$ cat config.mk
export PLATFORM = sky130hd
export DESIGN_NAME = ea_gen
export DESIGN_NICKNAME = d
export VERILOG_FILES = /design/src/rtl/ea_pkg.sv /design/src/rtl/ea_scale.sv /design/src/rtl/ea_calc.sv /design/src/rtl/ea_tbl_seq.sv /design/src/rtl/ea_gen.sv
export SDC_FILE = /design/constraint.sdc
export NUM_CORES = 1
export LEC_CHECK = 0
export CAP_MARGIN = 20
export CORE_ASPECT_RATIO = 1.5
export CORE_MARGIN = 1
export CORE_UTILIZATION = 51
export DETAILED_ROUTE_END_ITERATION = 12
export GPL_ROUTABILITY_DRIVEN = 0
export PLACE_DENSITY = 0.9
export SETUP_SLACK_MARGIN = 0.4
export SYNTH_ARGS = -nofsm -noshare
export SYNTH_HDL_FRONTEND = slang
export SYNTH_SLANG_ARGS = --single-unit
$ cat constraint.sdc
create_clock -name clk_i -period 2.14 [get_ports clk_i]
set_input_delay 0.321 -clock clk_i [delete_from_list [all_inputs] [get_ports clk_i]]
set_output_delay 0.321 -clock clk_i [all_outputs]
set_load 0.05 [all_outputs]
$ cat src/rtl/ea_pkg.sv
package ea_pkg;
  typedef enum logic [3:0] {
    EA_IND  = 4'd0,
    EA_POST = 4'd1,
    EA_PRE  = 4'd2,
    EA_DSH  = 4'd3,
    EA_DLG  = 4'd4,
    EA_IDX  = 4'd5,
    EA_GDSP = 4'd6,
    EA_GIDX = 4'd7,
    EA_TBL  = 4'd8,
    EA_PCR  = 4'd9
  } ea_mode_e;

  localparam logic [3:0] EA_LAST = 4'd9;

  // size code 3 behaves as longword
  function automatic logic [1:0] sz_shift(input logic [1:0] sz);
    return (sz == 2'd3) ? 2'd2 : sz;
  endfunction
endpackage

$ cat src/rtl/ea_scale.sv
module ea_scale #(
  parameter int IW = 4,
  parameter int AW = 32
) (
  input  logic [IW-1:0] val_i,
  input  logic [1:0]    sh_i,
  output logic [AW-1:0] out_o
);
  logic [AW-1:0] ext;
  assign ext   = {{(AW-IW){1'b0}}, val_i};
  assign out_o = ext << sh_i;
endmodule

$ cat src/rtl/ea_calc.sv
module ea_calc #(
  parameter int AW = 32
) (
  input  logic [3:0]    mode_i,
  input  logic [1:0]    sh_i,
  input  logic [AW-1:0] rn_i,
  input  logic [AW-1:0] r0_i,
  input  logic [AW-1:0] gbr_i,
  input  logic [AW-1:0] pc_i,
  input  logic [AW-1:0] d4s_i,
  input  logic [AW-1:0] d8s_i,
  input  logic [AW-1:0] d12s_i,
  output logic [AW-1:0] addr_o,
  output logic          wb_en_o,
  output logic [AW-1:0] wb_val_o,
  output logic          legal_o,
  output logic          tbl_o
);
  import ea_pkg::*;
  logic [AW-1:0] step, inc, dec;
  assign step = {{(AW-1){1'b0}}, 1'b1} << sh_i;
  assign inc  = rn_i + step;
  assign dec  = rn_i - step;

  always_comb begin
    addr_o   = rn_i;
    wb_en_o  = 1'b0;
    wb_val_o = rn_i;
    legal_o  = (mode_i <= EA_LAST);
    tbl_o    = (mode_i == EA_TBL);
    case (mode_i)
      EA_POST: begin wb_en_o = 1'b1; wb_val_o = inc; end
      EA_PRE:  begin addr_o = dec; wb_en_o = 1'b1; wb_val_o = dec; end
      EA_DSH:  addr_o = rn_i + d4s_i;
      EA_DLG:  addr_o = rn_i + d12s_i;
      EA_IDX:  addr_o = rn_i + r0_i;
      EA_GDSP: addr_o = gbr_i + d8s_i;
      EA_GIDX: addr_o = gbr_i + r0_i;
      EA_PCR:  addr_o = pc_i + d8s_i;
      default: addr_o = rn_i;
    endcase
  end
endmodule

$ cat src/rtl/ea_tbl_seq.sv
module ea_tbl_seq #(
  parameter int AW = 32
) (
  input  logic          clk_i,
  input  logic          rst_ni,
  input  logic          go_i,
  input  logic [AW-1:0] slot_addr_i,
  input  logic          rvalid_i,
  output logic          busy_o,
  output logic [AW-1:0] req_addr_o,
  output logic          done_o
);
  typedef enum logic {S_IDLE, S_WAIT} st_e;
  st_e st_q;

  always_ff @(posedge clk_i or negedge rst_ni) begin
    if (!rst_ni) begin
      st_q       <= S_IDLE;
      req_addr_o <= '0;
    end else begin
      case (st_q)
        S_IDLE: if (go_i) begin
          st_q       <= S_WAIT;
          req_addr_o <= slot_addr_i;
        end
        S_WAIT: if (rvalid_i) st_q <= S_IDLE;
        default: st_q <= S_IDLE;
      endcase
    end
  end

  assign busy_o = (st_q == S_WAIT);
  assign done_o = busy_o && rvalid_i;
endmodule

$ cat src/rtl/ea_gen.sv
module ea_gen #(
  parameter int AW = 32,
  parameter int DW = 12
) (
  input  logic          clk_i,
  input  logic          rst_ni,
  input  logic          start_i,
  input  logic [3:0]    mode_i,
  input  logic [1:0]    size_i,
  input  logic [AW-1:0] rn_i,
  input  logic [AW-1:0] r0_i,
  input  logic [AW-1:0] gbr_i,
  input  logic [AW-1:0] tbr_i,
  input  logic [AW-1:0] pc_i,
  input  logic [DW-1:0] disp_i,
  input  logic          mem_rvalid_i,
  input  logic [AW-1:0] mem_rdata_i,
  output logic          mem_req_o,
  output logic [AW-1:0] mem_addr_o,
  output logic          busy_o,
  output logic          valid_o,
  output logic [AW-1:0] addr_o,
  output logic          wb_en_o,
  output logic [AW-1:0] wb_val_o
);
  import ea_pkg::*;
  localparam int SW = 4;
  localparam int MW = 8;

  logic [1:0]    sh;
  logic [AW-1:0] d4s, d8s, d12s, d8t;
  logic [AW-1:0] c_addr, c_wb;
  logic          c_wb_en, c_legal, c_tbl;
  logic          accept, seq_busy, seq_done;

  assign sh     = sz_shift(size_i);
  assign accept = start_i && !seq_busy;

  ea_scale #(.IW(SW), .AW(AW)) u_s4  (.val_i(disp_i[SW-1:0]), .sh_i(sh),   .out_o(d4s));
  ea_scale #(.IW(MW), .AW(AW)) u_s8  (.val_i(disp_i[MW-1:0]), .sh_i(sh),   .out_o(d8s));
  ea_scale #(.IW(DW), .AW(AW)) u_s12 (.val_i(disp_i),         .sh_i(sh),   .out_o(d12s));
  ea_scale #(.IW(MW), .AW(AW)) u_st  (.val_i(disp_i[MW-1:0]), .sh_i(2'd2), .out_o(d8t));

  ea_calc #(.AW(AW)) u_calc (
    .mode_i(mode_i), .sh_i(sh), .rn_i(rn_i), .r0_i(r0_i), .gbr_i(gbr_i),
    .pc_i(pc_i), .d4s_i(d4s), .d8s_i(d8s), .d12s_i(d12s),
    .addr_o(c_addr), .wb_en_o(c_wb_en), .wb_val_o(c_wb),
    .legal_o(c_legal), .tbl_o(c_tbl)
  );

  ea_tbl_seq #(.AW(AW)) u_seq (
    .clk_i(clk_i), .rst_ni(rst_ni), .go_i(accept && c_tbl),
    .slot_addr_i(tbr_i + d8t), .rvalid_i(mem_rvalid_i),
    .busy_o(seq_busy), .req_addr_o(mem_addr_o), .done_o(seq_done)
  );

  always_ff @(posedge clk_i or negedge rst_ni) begin
    if (!rst_ni) begin
      valid_o  <= 1'b0;
      addr_o   <= '0;
      wb_en_o  <= 1'b0;
      wb_val_o <= '0;
    end else if (seq_done) begin
      valid_o  <= 1'b1;
      addr_o   <= mem_rdata_i;
      wb_en_o  <= 1'b0;
    end else if (accept && c_legal && !c_tbl) begin
      valid_o  <= 1'b1;
      addr_o   <= c_addr;
      wb_en_o  <= c_wb_en;
      wb_val_o <= c_wb;
    end else begin
      valid_o  <= 1'b0;
      wb_en_o  <= 1'b0;
    end
  end

  assign busy_o    = seq_busy;
  assign mem_req_o = seq_busy;
endmodule

==> flow_summary.yaml, run 1 <==
placed_design:
  place.port_buffers: 313
  dp_slack_ps: -2220
  dpl_cell_area_um2: 19900
  hpwl_um: 54600
die:
  die_width_um: 129
  die_h_um: 192
  start_util: 0.520
  ios: 314
  num_rows: 69
cts:
  cts_resized: 690
  cts.htree.levels: 3
  clock_sink_count: 99
  clock-root-buffer: "clkbuf_16"
  cts_setup_buffers: 96
  cts_buffer_depth: 2
  cts_hold_buffers: 1
  numCtsBuffers: 9
yosys:
  postSynthAreaPerCell_um2: 7.49
  syn-instance-count: 1644
  yosys_register_bits: 99
  netlist_area_um2: 12300
  synth_edf_count: 0
  async_flop_share: 1.00
  synth_sequential_area_ratio: 0.201
  synthDistinctLibCells: 92
  yosysWarnings: 0
  synth_ff_type: "dfrtp_1"
status:
  stop_stage: "clock tree synthesis (4_1_cts)"
  stop_error: "[ERROR DPL-0033] detailed placement checks failed during check placement."
  status: "did not finish"
==> through the flow <==
step	hold slack, ps	cells
after floorplan	25.4	1646
after global placement	258	2675
after detailed placement	266	2675
==> logic make-up after synthesis <==
family | synth area share
XOR/XNOR | 0.113
multiplexers | 0.0499
other | 0.000610
buffers and inverters | 0.0492
flip-flops | 0.201
AND/OR/NAND/NOR | 0.216
adder cells (fa/ha/maj) | 0.0870
AO/OA/AOI/OAI | 0.283
==> synth_stat cells, drive strengths merged, types with 22 or more instances <==
library cell	instances	area [µm²]
a22oi	23	173
a211oi	27	220
mux2	35	394
o21ai	178	895
a21o	34	255
nand2	226	848
dfrtp	99	2480
xnor2	73	639
clkbuf	90	339
buf	25	143
xor2	86	753
nor2	106	398
mux2i	22	220
a21oi	115	579
ha	76	951
nor3	34	193
nand3	58	290
and3	31	194
inv	33	124
==> inputs of run 2 (changes only) <==
--- a/config.mk
+++ b/config.mk
@@ -6,13 +6,11 @@
 export NUM_CORES = 1
 export LEC_CHECK = 0
 export CAP_MARGIN = 20
-export CORE_ASPECT_RATIO = 1.5
 export CORE_MARGIN = 1
-export CORE_UTILIZATION = 51
+export CORE_UTILIZATION = 40
 export DETAILED_ROUTE_END_ITERATION = 12
 export GPL_ROUTABILITY_DRIVEN = 0
-export PLACE_DENSITY = 0.9
-export SETUP_SLACK_MARGIN = 0.4
+export PLACE_DENSITY_LB_ADDON = 0.15
 export SYNTH_ARGS = -nofsm -noshare
 export SYNTH_HDL_FRONTEND = slang
 export SYNTH_SLANG_ARGS = --single-unit
==> run 2 against run 1 <==
Net effect: synthesized cell count unchanged; the flow now finishes, with violations (setup timing); synthesized area unchanged.
==> flow_summary.yaml, run 2 <==
cells_and_area:
  mostFrequentLayoutCells: "buf_4, clkdlybuf4s50_1, nand2_1"
  stdcell_area_um2: 23000
  drive_above_1_share: 0.411
  utilization: 0.769
  largest_registers: "addr_o x32, u_seq.req_addr_o x32, wb_val_o x32"
  syn_to_final_growth_pct: 87.2
  layout_commonest_cell: "buf_4"
  nets: 2757
yosys:
  synth_top_area_share: 0.201
  netlist_area_um2: 12300
  synth_ff_type: "dfrtp_1"
  syn-instance-count: 1644
  synth_sequential_area_ratio: 0.201
  async_flop_share: 1.00
  yosys_register_bits: 99
  postSynthAreaPerCell_um2: 7.49
  synth_top_area_cell: "dfrtp_1"
  synth_area_leaders: "dfrtp_1, ha_1, nand2_1"
  ys_top_cells_by_count: "nand2_1, o21ai_0, a21oi_1"
  yosysWarnings: 0
  synth.most_common_cell: "nand2_1"
  synth_edf_count: 0
  synthDistinctLibCells: 92
pwr:
  comb_power_share: 0.627
  p_switching_uw: 5080
  seqPwrFrac: 0.221
  ir_drop_v: 0.000361
  clkPwrFrac: 0.152
  sw_frac_of_total: 0.452
  powerDensity_nw_per_um2: 488
  finalPower_uw: 11200
  p_leak_uw: 0.0100
  internal-power_uw: 6160
sta:
  worst_pin_slew_ps: 596
  fmax_mhz: 306
  fin_crit_ps: 3260
  finalSetupViolCount: 60
  finalHoldViolCount: 0
  period_share: 1.53
  fin_skew_ps: 13.1
  whs_ps: 309
  relSlewSlack: 0.601
  rsz0062_at_grt: "true"
  slew_violations: 0
  fin_ws_ps: -1120
drt:
  ant_nets: 0
  dr.pass1.iters: 7
  wl_per_cell_um: 21.3
  via_count: 17100
  wl_met3_um: 6910
  drc_errors: 0
  viasPerCell: 5.99
  totalWireLength_um: 60900
  drt_iter0_markers: 2058
  highest_layer: "met5"
  met2RoutedLength_um: 27300
  drt-met1-wl_um: 23900
grt:
  grt_usage: 0.363
  grt_max_degree: 53
  grt_pass1_wl_um: 88500
  grt_pass1_vias: 16400
  antenna_found_initial: 2
  grt_overflow: 0
hold_path:
  hold_path.startpoint: "tbr_i[2]"
  whs_endpoint: "u_seq.req_addr_o[2]$_DFFE_PN0P_"
  hp-class: "in2reg"
  min_path_cells: 3
placed_design:
  hpwl_um: 45200
  place.port_buffers: 313
  dpl_cell_area_um2: 19900
setup_path:
  r2r-start: "u_seq.busy_o$_DFF_PN0_"
  path_delay_family: "compound AO/OA/AOI/OAI gates"
  setup.worst_path.start_class: "input port"
  critPathBufInv: 3
  timing.rr.end: "addr_o[28]$_DFFE_PN0P_"
  cp.required_ps: 2380
  max_stage_delay_ps: 440
  r2r_cells: 9
  critPathKind: "in2reg"
  crit_chain: "clkbuf_4 > and4bb_4 > nand2_1 > nand2_2 > inv_1 > fa_2 > nor2b_4 > o31a_1 > buf_12 > o21ai_4 > a221oi_4 > nand3_1 > xor2_1 > o22ai_2 > a211oi_2 > o21ai_1"
  slowest_stage: "and4bb_4"
  reg2reg_slack_ps: -240
  cp-end-kind: "flop"
  crit_fanout: 7
  arrival_ps: 3500
die:
  core_area_um2: 30000
  ios: 314
  die_width_um: 177
  dieArea_um2: 31500
  num_rows: 63
  die_h_um: 177
  start_util: 0.411
cts:
  numCtsBuffers: 9
  cts_tree: "done"
  clock-root-buffer: "clkbuf_16"
  clk_pin_slew_worst_paths_ps: 80
  cts_buffer_depth: 2
  clk-insertion-delay-late_ps: 380
  clock_sink_count: 99
  cts.htree.levels: 3
status:
  status: "complete, but fails checks"
  failed_checks: "setup timing"
run:
  cap_viol_max_count: 0
## run 2: final cells by class
cell class	instances	area (µm²)
multi-input combinational	1400	11500
timing repair buffer	918	8160
fill	1977	6920
sequential	99	2480
tap	390	488
clock buffer	10	239
inverter	33	134
clock inverter	6	56.3
antenna	2	5.00
## run 2: per-stage QoR
step           TNS, ps  setup WS, ps  instances
2_1_floorplan   -42230         -1380       1646
3_3_place_gp   -106230         -2040       2740
3_5_place_dp   -110740         -2170       2740
4_1_cts         -33510         -1050       2822
5_1_grt         -42040         -1200       2856
6_report        -37290         -1120       2858
## run 2: tightest hold or removal path, stage by stage
cell	delay [ps]
buf_2	100
ha_4	110
mux2_2	130
## run 2: layer usage
layer	GRT usage	vias up
li1	-	7629
met1	0.469	8061
met2	0.577	1189
met3	0.0848	235
met4	0.153	4
met5	0	-
## run 2: cell families after synthesis
logic type / count (synthesis) / share of synthesized area
AND/OR/NAND/NOR: 561 / 0.216
AO/OA/AOI/OAI: 536 / 0.283
XOR/XNOR: 159 / 0.113
buffers and inverters: 148 / 0.0492
flip-flops: 99 / 0.201
adder cells (fa/ha/maj): 82 / 0.0870
multiplexers: 57 / 0.0499
other: 2 / 0.000610
## run 2: repair_timing
action                                  in CTS  in global routing
endpoints found under the setup margin      89                 81
buffers inserted                            71                 50
pin swaps                                  154                188
hold buffers                                 1                  0
hold endpoints to repair                    39                  0
gates cloned                                 3                  0
gates resized for setup                    358                194
## run 2: worst max path at each step
| stage | start | end | slack, ps | depth (start not counted) |
|---|---|---|---|---|
| 3_3_place_gp | mode_i[3] | addr_o[22]$_DFFE_PN0P_ | -2040 | 17 |
| 3_5_place_dp | mode_i[3] | addr_o[22]$_DFFE_PN0P_ | -2170 | 17 |
| 5_1_grt | mode_i[2] | addr_o[22]$_DFFE_PN0P_ | -1200 | 18 |
| 6_report | mode_i[1] | addr_o[22]$_DFFE_PN0P_ | -1120 | 16 |
| 2_1_floorplan | mode_i[2] | addr_o[24]$_DFFE_PN0P_ | -1380 | 21 |
| 4_1_cts | mode_i[2] | addr_o[20]$_DFFE_PN0P_ | -1050 | 19 |
## run 2: power groups by stage
stage                     registers [µW]  logic (µW)  clock network, µW
after floorplan                     3780        2030                  0
after global placement              2500        6000                  0
after detailed placement            2510        6090                  0
after CTS                           2470        6530               1720
after global routing                2520        7360               1790
final                               2480        7050               1710
Note: power is estimated with default switching activity, not from simulation.
